==> src/rtl/cpu_intack_unit.sv <==
module cpu_intack_unit #(
  parameter int NUM_SRC = 16,
  parameter int PRIO_W  = 4,
  parameter int VEC_W   = 8,
  localparam int IDX_W  = (NUM_SRC > 1) ? $clog2(NUM_SRC) : 1,
  localparam int PICK_W = 1 + IDX_W + PRIO_W
) (
  input  logic                       clk,
  input  logic                       rst_n,
  input  logic                       dlv_valid_i,
  input  logic [IDX_W-1:0]           dlv_src_i,
  input  logic [NUM_SRC*PRIO_W-1:0]  src_prio_i,
  input  logic [NUM_SRC*VEC_W-1:0]   src_vec_i,
  input  logic [NUM_SRC-1:0]         src_level_i,
  input  logic [NUM_SRC-1:0]         lvl_drop_i,
  input  logic                       tp_wr_i,
  input  logic [PRIO_W-1:0]          tp_data_i,
  input  logic                       spur_wr_i,
  input  logic [VEC_W-1:0]           spur_data_i,
  input  logic                       ack_i,
  input  logic                       eoi_i,
  output logic [VEC_W-1:0]           ack_vec_o,
  output logic                       ack_valid_o,
  output logic                       irq_o,
  output logic [NUM_SRC-1:0]         active_o
);

  logic [NUM_SRC-1:0] raised_q, serv_q, act_q;
  logic [PRIO_W-1:0]  tp_q;
  logic [VEC_W-1:0]   spur_q, ack_vec_q;
  logic               irq_q, ack_valid_q;

  // best entry of a mask: {found, index, priority}; ties keep the lower index
  function automatic logic [PICK_W-1:0] pick(input logic [NUM_SRC-1:0] m,
                                             input logic [NUM_SRC*PRIO_W-1:0] pv);
    logic              f;
    logic [IDX_W-1:0]  ix;
    logic [PRIO_W-1:0] bp;
    f = 1'b0; ix = '0; bp = '0;
    for (int i = 0; i < NUM_SRC; i++) begin
      if (m[i] && (!f || pv[i*PRIO_W +: PRIO_W] > bp)) begin
        f  = 1'b1;
        ix = IDX_W'(i);
        bp = pv[i*PRIO_W +: PRIO_W];
      end
    end
    return {f, ix, bp};
  endfunction

  logic              r_f, s_f, s2_f;
  logic [IDX_W-1:0]  r_ix, s_ix, s2_ix;
  logic [PRIO_W-1:0] r_pr, s_pr, s2_pr;
  logic [NUM_SRC-1:0] s_one;

  assign {r_f, r_ix, r_pr} = pick(raised_q, src_prio_i);
  assign {s_f, s_ix, s_pr} = pick(serv_q, src_prio_i);
  assign s_one = NUM_SRC'(1) << s_ix;
  assign {s2_f, s2_ix, s2_pr} = pick(serv_q & ~s_one, src_prio_i);

  logic [PRIO_W-1:0] dlv_pr;
  logic              dlv_take, dlv_raise;
  assign dlv_pr    = src_prio_i[dlv_src_i*PRIO_W +: PRIO_W];
  assign dlv_take  = dlv_valid_i && (dlv_pr > tp_q) && !raised_q[dlv_src_i];
  assign dlv_raise = dlv_take && !(r_f && dlv_pr < r_pr) && !(s_f && dlv_pr < s_pr);

  logic ack_good;
  assign ack_good = r_f && act_q[r_ix] && (r_pr > tp_q);

  logic eoi_reraise;
  assign eoi_reraise = r_f && (!s2_f || r_pr > s2_pr);

  always_ff @(posedge clk) begin
    if (!rst_n) begin
      raised_q    <= '0;
      serv_q      <= '0;
      act_q       <= '0;
      tp_q        <= '1;
      spur_q      <= '1;
      ack_vec_q   <= '0;
      ack_valid_q <= 1'b0;
      irq_q       <= 1'b0;
    end else begin
      ack_valid_q <= ack_i;
      if (tp_wr_i) tp_q <= tp_data_i;
      if (spur_wr_i) spur_q <= spur_data_i;
      if (|lvl_drop_i) act_q <= act_q & ~lvl_drop_i;
      if (dlv_take) begin
        act_q[dlv_src_i]    <= 1'b1;
        raised_q[dlv_src_i] <= 1'b1;
        if (dlv_raise) irq_q <= 1'b1;
      end
      if (ack_i) begin
        irq_q <= 1'b0;
        if (!r_f) begin
          ack_vec_q <= spur_q;
        end else begin
          raised_q[r_ix] <= 1'b0;
          if (ack_good) begin
            serv_q[r_ix] <= 1'b1;
            ack_vec_q    <= src_vec_i[r_ix*VEC_W +: VEC_W];
            if (!src_level_i[r_ix]) act_q[r_ix] <= 1'b0;
          end else begin
            act_q[r_ix] <= 1'b0;
            ack_vec_q   <= spur_q;
          end
        end
      end
      if (eoi_i && s_f) begin
        serv_q[s_ix] <= 1'b0;
        if (eoi_reraise) irq_q <= 1'b1;
      end
    end
  end

  assign ack_vec_o   = ack_vec_q;
  assign ack_valid_o = ack_valid_q;
  assign irq_o       = irq_q;
  assign active_o    = act_q;


  one_op_chk: assert property (@(posedge clk) disable iff (!rst_n)
    $countones({dlv_valid_i, ack_i, eoi_i, |lvl_drop_i, tp_wr_i, spur_wr_i}) <= 1);


  ack_lowers_chk: assert property (@(posedge clk) disable iff (!rst_n)
    ack_i |=> !irq_o);


  ack_valid_chk: assert property (@(posedge clk) disable iff (!rst_n)
    ack_i |=> ack_valid_o);


  ack_quiet_chk: assert property (@(posedge clk) disable iff (!rst_n)
    !ack_i |=> !ack_valid_o);


  low_prio_drop_chk: assert property (@(posedge clk) disable iff (!rst_n)
    (dlv_valid_i && dlv_pr <= tp_q) |=> ($stable(raised_q) && $stable(irq_o)));


  missed_dlv_chk: assert property (@(posedge clk) disable iff (!rst_n)
    (dlv_valid_i && raised_q[dlv_src_i]) |=> ($stable(raised_q) && $stable(irq_o)));


  eoi_empty_chk: assert property (@(posedge clk) disable iff (!rst_n)
    (eoi_i && serv_q == '0) |=> ($stable(serv_q) && $stable(irq_o)));


  ack_leaves_chk: assert property (@(posedge clk) disable iff (!rst_n)
    (ack_i && raised_q != '0) |=> ($countones(raised_q) + 1 == $countones($past(raised_q))));

endmodule

==> config.mk <==
export PLATFORM = sky130hd
export DESIGN_NAME = cpu_intack_unit
export DESIGN_NICKNAME = d
export VERILOG_FILES = /design/src/rtl/cpu_intack_unit.sv
export SDC_FILE = /design/constraint.sdc
export NUM_CORES = 1
export LEC_CHECK = 0
export ABC_CLOCK_PERIOD_IN_PS = 68700
export BUFFER_PORTS_ARGS = -buffer_cell sky130_fd_sc_hd__clkbuf_2
export CAP_MARGIN = 30
export CORE_ASPECT_RATIO = 1.2
export CORE_MARGIN = 5
export CORE_UTILIZATION = 40
export DETAILED_ROUTE_END_ITERATION = 10
export PLACE_DENSITY = 0.72
export SLEW_MARGIN = 20
export SYNTH_ARGS = -nofsm -noshare
export SYNTH_HDL_FRONTEND = slang
export SYNTH_SLANG_ARGS = --single-unit
export TNS_END_PERCENT = 1
==> constraint.sdc <==
create_clock -name clk -period 68.7 [get_ports clk]
set_clock_uncertainty 0.2 [all_clocks]
set_input_delay 13.74 -clock clk [delete_from_list [all_inputs] [get_ports clk]]
set_output_delay 13.74 -clock clk [all_outputs]
set_load 0.02 [all_outputs]
==> out/results.txt <==
Status -> complete, no violations
Critical register-to-register path startpoint -> serv_q[0]
Launch point of the worst path -> src_prio_i[3]
CP max-delay cell -> or4b_1
Yosys reg bits -> 70
Reg2Reg Depth -> 267
Period utilisation layout -> 0.943
Pwr/cell area -> 9.39 nW/um^2
Critical path class -> input port to flop
Unrepaired setup endpoints after global routing -> false
Mapped Avg Cell Area -> 7.29 sq um
Critical Path Sink -> irq_o
Final Critical Period -> 64.82 ns
DRT Pass-1 Iters -> 7
Number of global-route vias before repair -> 15,700
Routing usage on met1 -> 0.312
CORE AREA -> 34,900 sq um
H-tree depth -> 3
Max Clock Freq -> 0.0154 GHz
Final ANT Viol Nets -> 0
R2r endpoint -> irq_o
Largest stage delay, worst path -> 0.53 ns
CP required -> 68.71 ns
Slew HR -> 0.359
Total track usage -> 0.259
Global route total overflow -> 0
Crit Path Max Fanout -> 19
# diodes -> 0
Placed Cells incl. Taps -> 2,600
Synth Area in XOR/XNOR -> 0
DR DRC count -> 0
CTS root buffer -> clkbuf_16
Initial antenna violation count -> 0
Crit path top cell by count -> ha_1
Reg power frac -> 0.277
Hpwl dp -> 44.8 mm
Share of layout cells above drive strength 1 -> 0.221
Wire length per cell -> 20.7 um
Clock Latency Late Sink -> 0.33 ns
Max-slew violations -> 0
P_sw -> 0.0568 mW
Adder-cell area share of the yosys netlist -> 0.160
CP Capture Type -> flop
Largest net degree at the start of global routing -> 89
Die width -> 181 um
GPL Wtd Cong -> 0.964
Non-Filler Instances -> 2,622
Sw frac -> 0.371
Post-Synth Simple-Gate Area -> 0.236
FILL cells -> 3,589
Slew @ Worst Pin -> 0.962 ns
Endpoints failing setup -> 0
GR Layer Usage met3 -> 0.0305
R2R setup slack -> 16.68 ns
Area Overhead vs Synth -> 15.7%
Logic pwr share -> 0.424
Setup_tns -> 0 ns
GR peak layer -> met2
Vias per Instance -> 6.16
IO Port Bufs -> 272
Top Ports -> 273
Reg area -> 1400 sq um
Synthesized area -> 14,100 sq um
Clock power frac -> 0.300
Leakage Power -> 7.18 nW
Largest family of logic cells by synthesized area -> compound AO/OA/AOI/OAI gates
Type of the tightest min-delay check -> flop to flop
Syn Inst Count -> 1,932
Commonest non-fill, non-tap cell in the layout -> clkbuf_2
DRT Wirelength -> 54.3 mm
Portion of netlist area occupied by mux cells -> 0.134
Syn_nets -> 2,359
Main synth FF type -> dfxtp_1
Worst-path clk slew -> 0.06 ns
Syn. warnings -> 0
Startpoint class of the critical path -> input port
CTS Buf Count -> 9
Starting density of the core -> 0.404
Post-synth EDFFs -> 0
Hold buffer count at CTS -> 0
Global-route wire length before repair -> 84.0 mm
CTS tree -> done
Multi-input gate area -> 12,000 sq um
Sequential share of the synthesized area -> 0.0995
Clock Path Buffers -> 2
Total clock sinks -> 70
Most frequent cells in the layout -> 272 x clkbuf_2, 210 x nand2_1, 180 x ha_1, 148 x a21oi_1, 138 x inv_1
Maximum VDD drop -> 0.0157 mV
Synth Area in Compound Gates -> 0.310
NumNets Final -> 2,582
Die area -> 39,100 sq um
Synth async-reset ratio -> 0
Int Power -> 0.0962 mW
Die Height -> 216 um
Met2 GRT Util -> 0.460
Final Hold Vio Count -> 0
Cell row count -> 75
Yosys cell types -> 108
# Max-Cap Violations -> 0
Arr. time, crit path -> 64.83 ns
DRT iter0 DRCs -> 1,281
Vias post-DR -> 16,200
synthesized netlist by cell type (7+ instances only):
library cell  count  area share
a211oi_1         36       0.019
a21boi_1          8      0.0043
a21o_1           17      0.0091
a21oi_1         148       0.053
a22oi_1          13      0.0069
a31o_2            7      0.0044
a31oi_1          30       0.013
a41o_1           11      0.0078
a41oi_1          27       0.017
and2_1           30       0.013
and3_1           16      0.0071
clkbuf_1         66       0.018
dfxtp_1          70       0.099
ha_1            180        0.16
inv_1           138       0.037
mux2_2           72       0.058
mux2i_1          50       0.036
mux4_2           24       0.038
nand2_1         210       0.056
nand2b_1         44       0.020
nand3_1          63       0.022
nand4_1          10      0.0044
nor2_1          135       0.036
nor2b_1          75       0.033
nor3_1           29       0.010
nor4_1           11      0.0049
o211ai_1         43       0.023
o21a_1           23       0.012
o21ai_0         138       0.049
o21ai_1          15      0.0053
o31ai_1          13      0.0069
or2_2             8      0.0036
or3_1            13      0.0058
cell families (layout without fill, tap and decap cells):
| family | Yosys count | in the layout |
|---|---|---|
| and+or+nand+nor | 676 | 676 |
| AOI/OAI and AO/OA | 638 | 638 |
| buffers and inverters | 219 | 447 |
| adders and majority gates | 180 | 180 |
| muxes | 149 | 149 |
| DFF | 70 | 70 |
per-layer routing:
layer	share of wire	wire length [um]
met1	0.40	21500
met2	0.49	26600
met3	0.062	3360
met4	0.051	2780
met5	0	0
through the flow:
stage	hold WS (ns)	instance area, sq um	setup slack, ns	power [mW]	utilization
finish	0.279	16300	3.88	0.153	0.467
global route	0.302	16300	0.0277	0.162	0.467
CTS	0.276	16100	2.32	0.152	0.462
detailed placement	0.261	15800	2.17	0.106	0.453
global placement	0.255	15800	3.79	0.104	0.453
floorplan	0.242	14100	8.22	0.0818	-
power by group through the flow:
stage	sequential [mW]	combinational (mW)	clock (mW)
after floorplan	0.0437	0.0381	0
after global placement	0.0432	0.0609	0
after detailed placement	0.0432	0.0632	0
after CTS	0.0423	0.0635	0.0460
after global routing	0.0425	0.0714	0.0479
final	0.0424	0.0648	0.0458
worst max-delay path, delay by kind of cell:
kind / cells / cell delay [ns]
simple gates: 73 / 10.68
mux: 13 / 4.69
buf+inv: 22 / 2.39
fa+ha+maj: 31 / 8.98
compound gates: 129 / 24.28
area by class of cell:
cell class / instances / share of cell area
Sequential cell: 70 / 0.0860
Timing Repair Buffer: 291 / 0.0935
Tap cell: 462 / 0.0355
Inverter: 140 / 0.0322
Clock buffer: 10 / 0.0140
Multi-Input combinational cell: 1643 / 0.735
Clock inverter: 6 / 0.00384
what timing repair did:
item	in CTS	in global routing
endpoints found under the setup margin	0	1
gates resized for setup	0	23
setup buffers	0	3
state kept, by name (all words and copies together), names as in the netlist:
signal	count
serv_q	16
raised_q	16
tp_q	4
active_o	16
spur_q	8
ack_vec_o	8
ack_valid_o	1
irq_o	1
how the worst min path moves through the flow:
stage | endpoint | slack, ns | cells after the start | start
final | spur_q[6] | 0.28 | 2 | spur_q[6]
after global placement | spur_q[0] | 0.25 | 2 | spur_q[0]
after CTS | spur_q[3] | 0.28 | 2 | spur_q[3]
after global routing | spur_q[3] | 0.30 | 2 | spur_q[3]
after detailed placement | spur_q[6] | 0.26 | 2 | spur_q[6]
after floorplan | spur_q[0] | 0.24 | 2 | spur_q[0]
(Power assumes the default switching activity.)
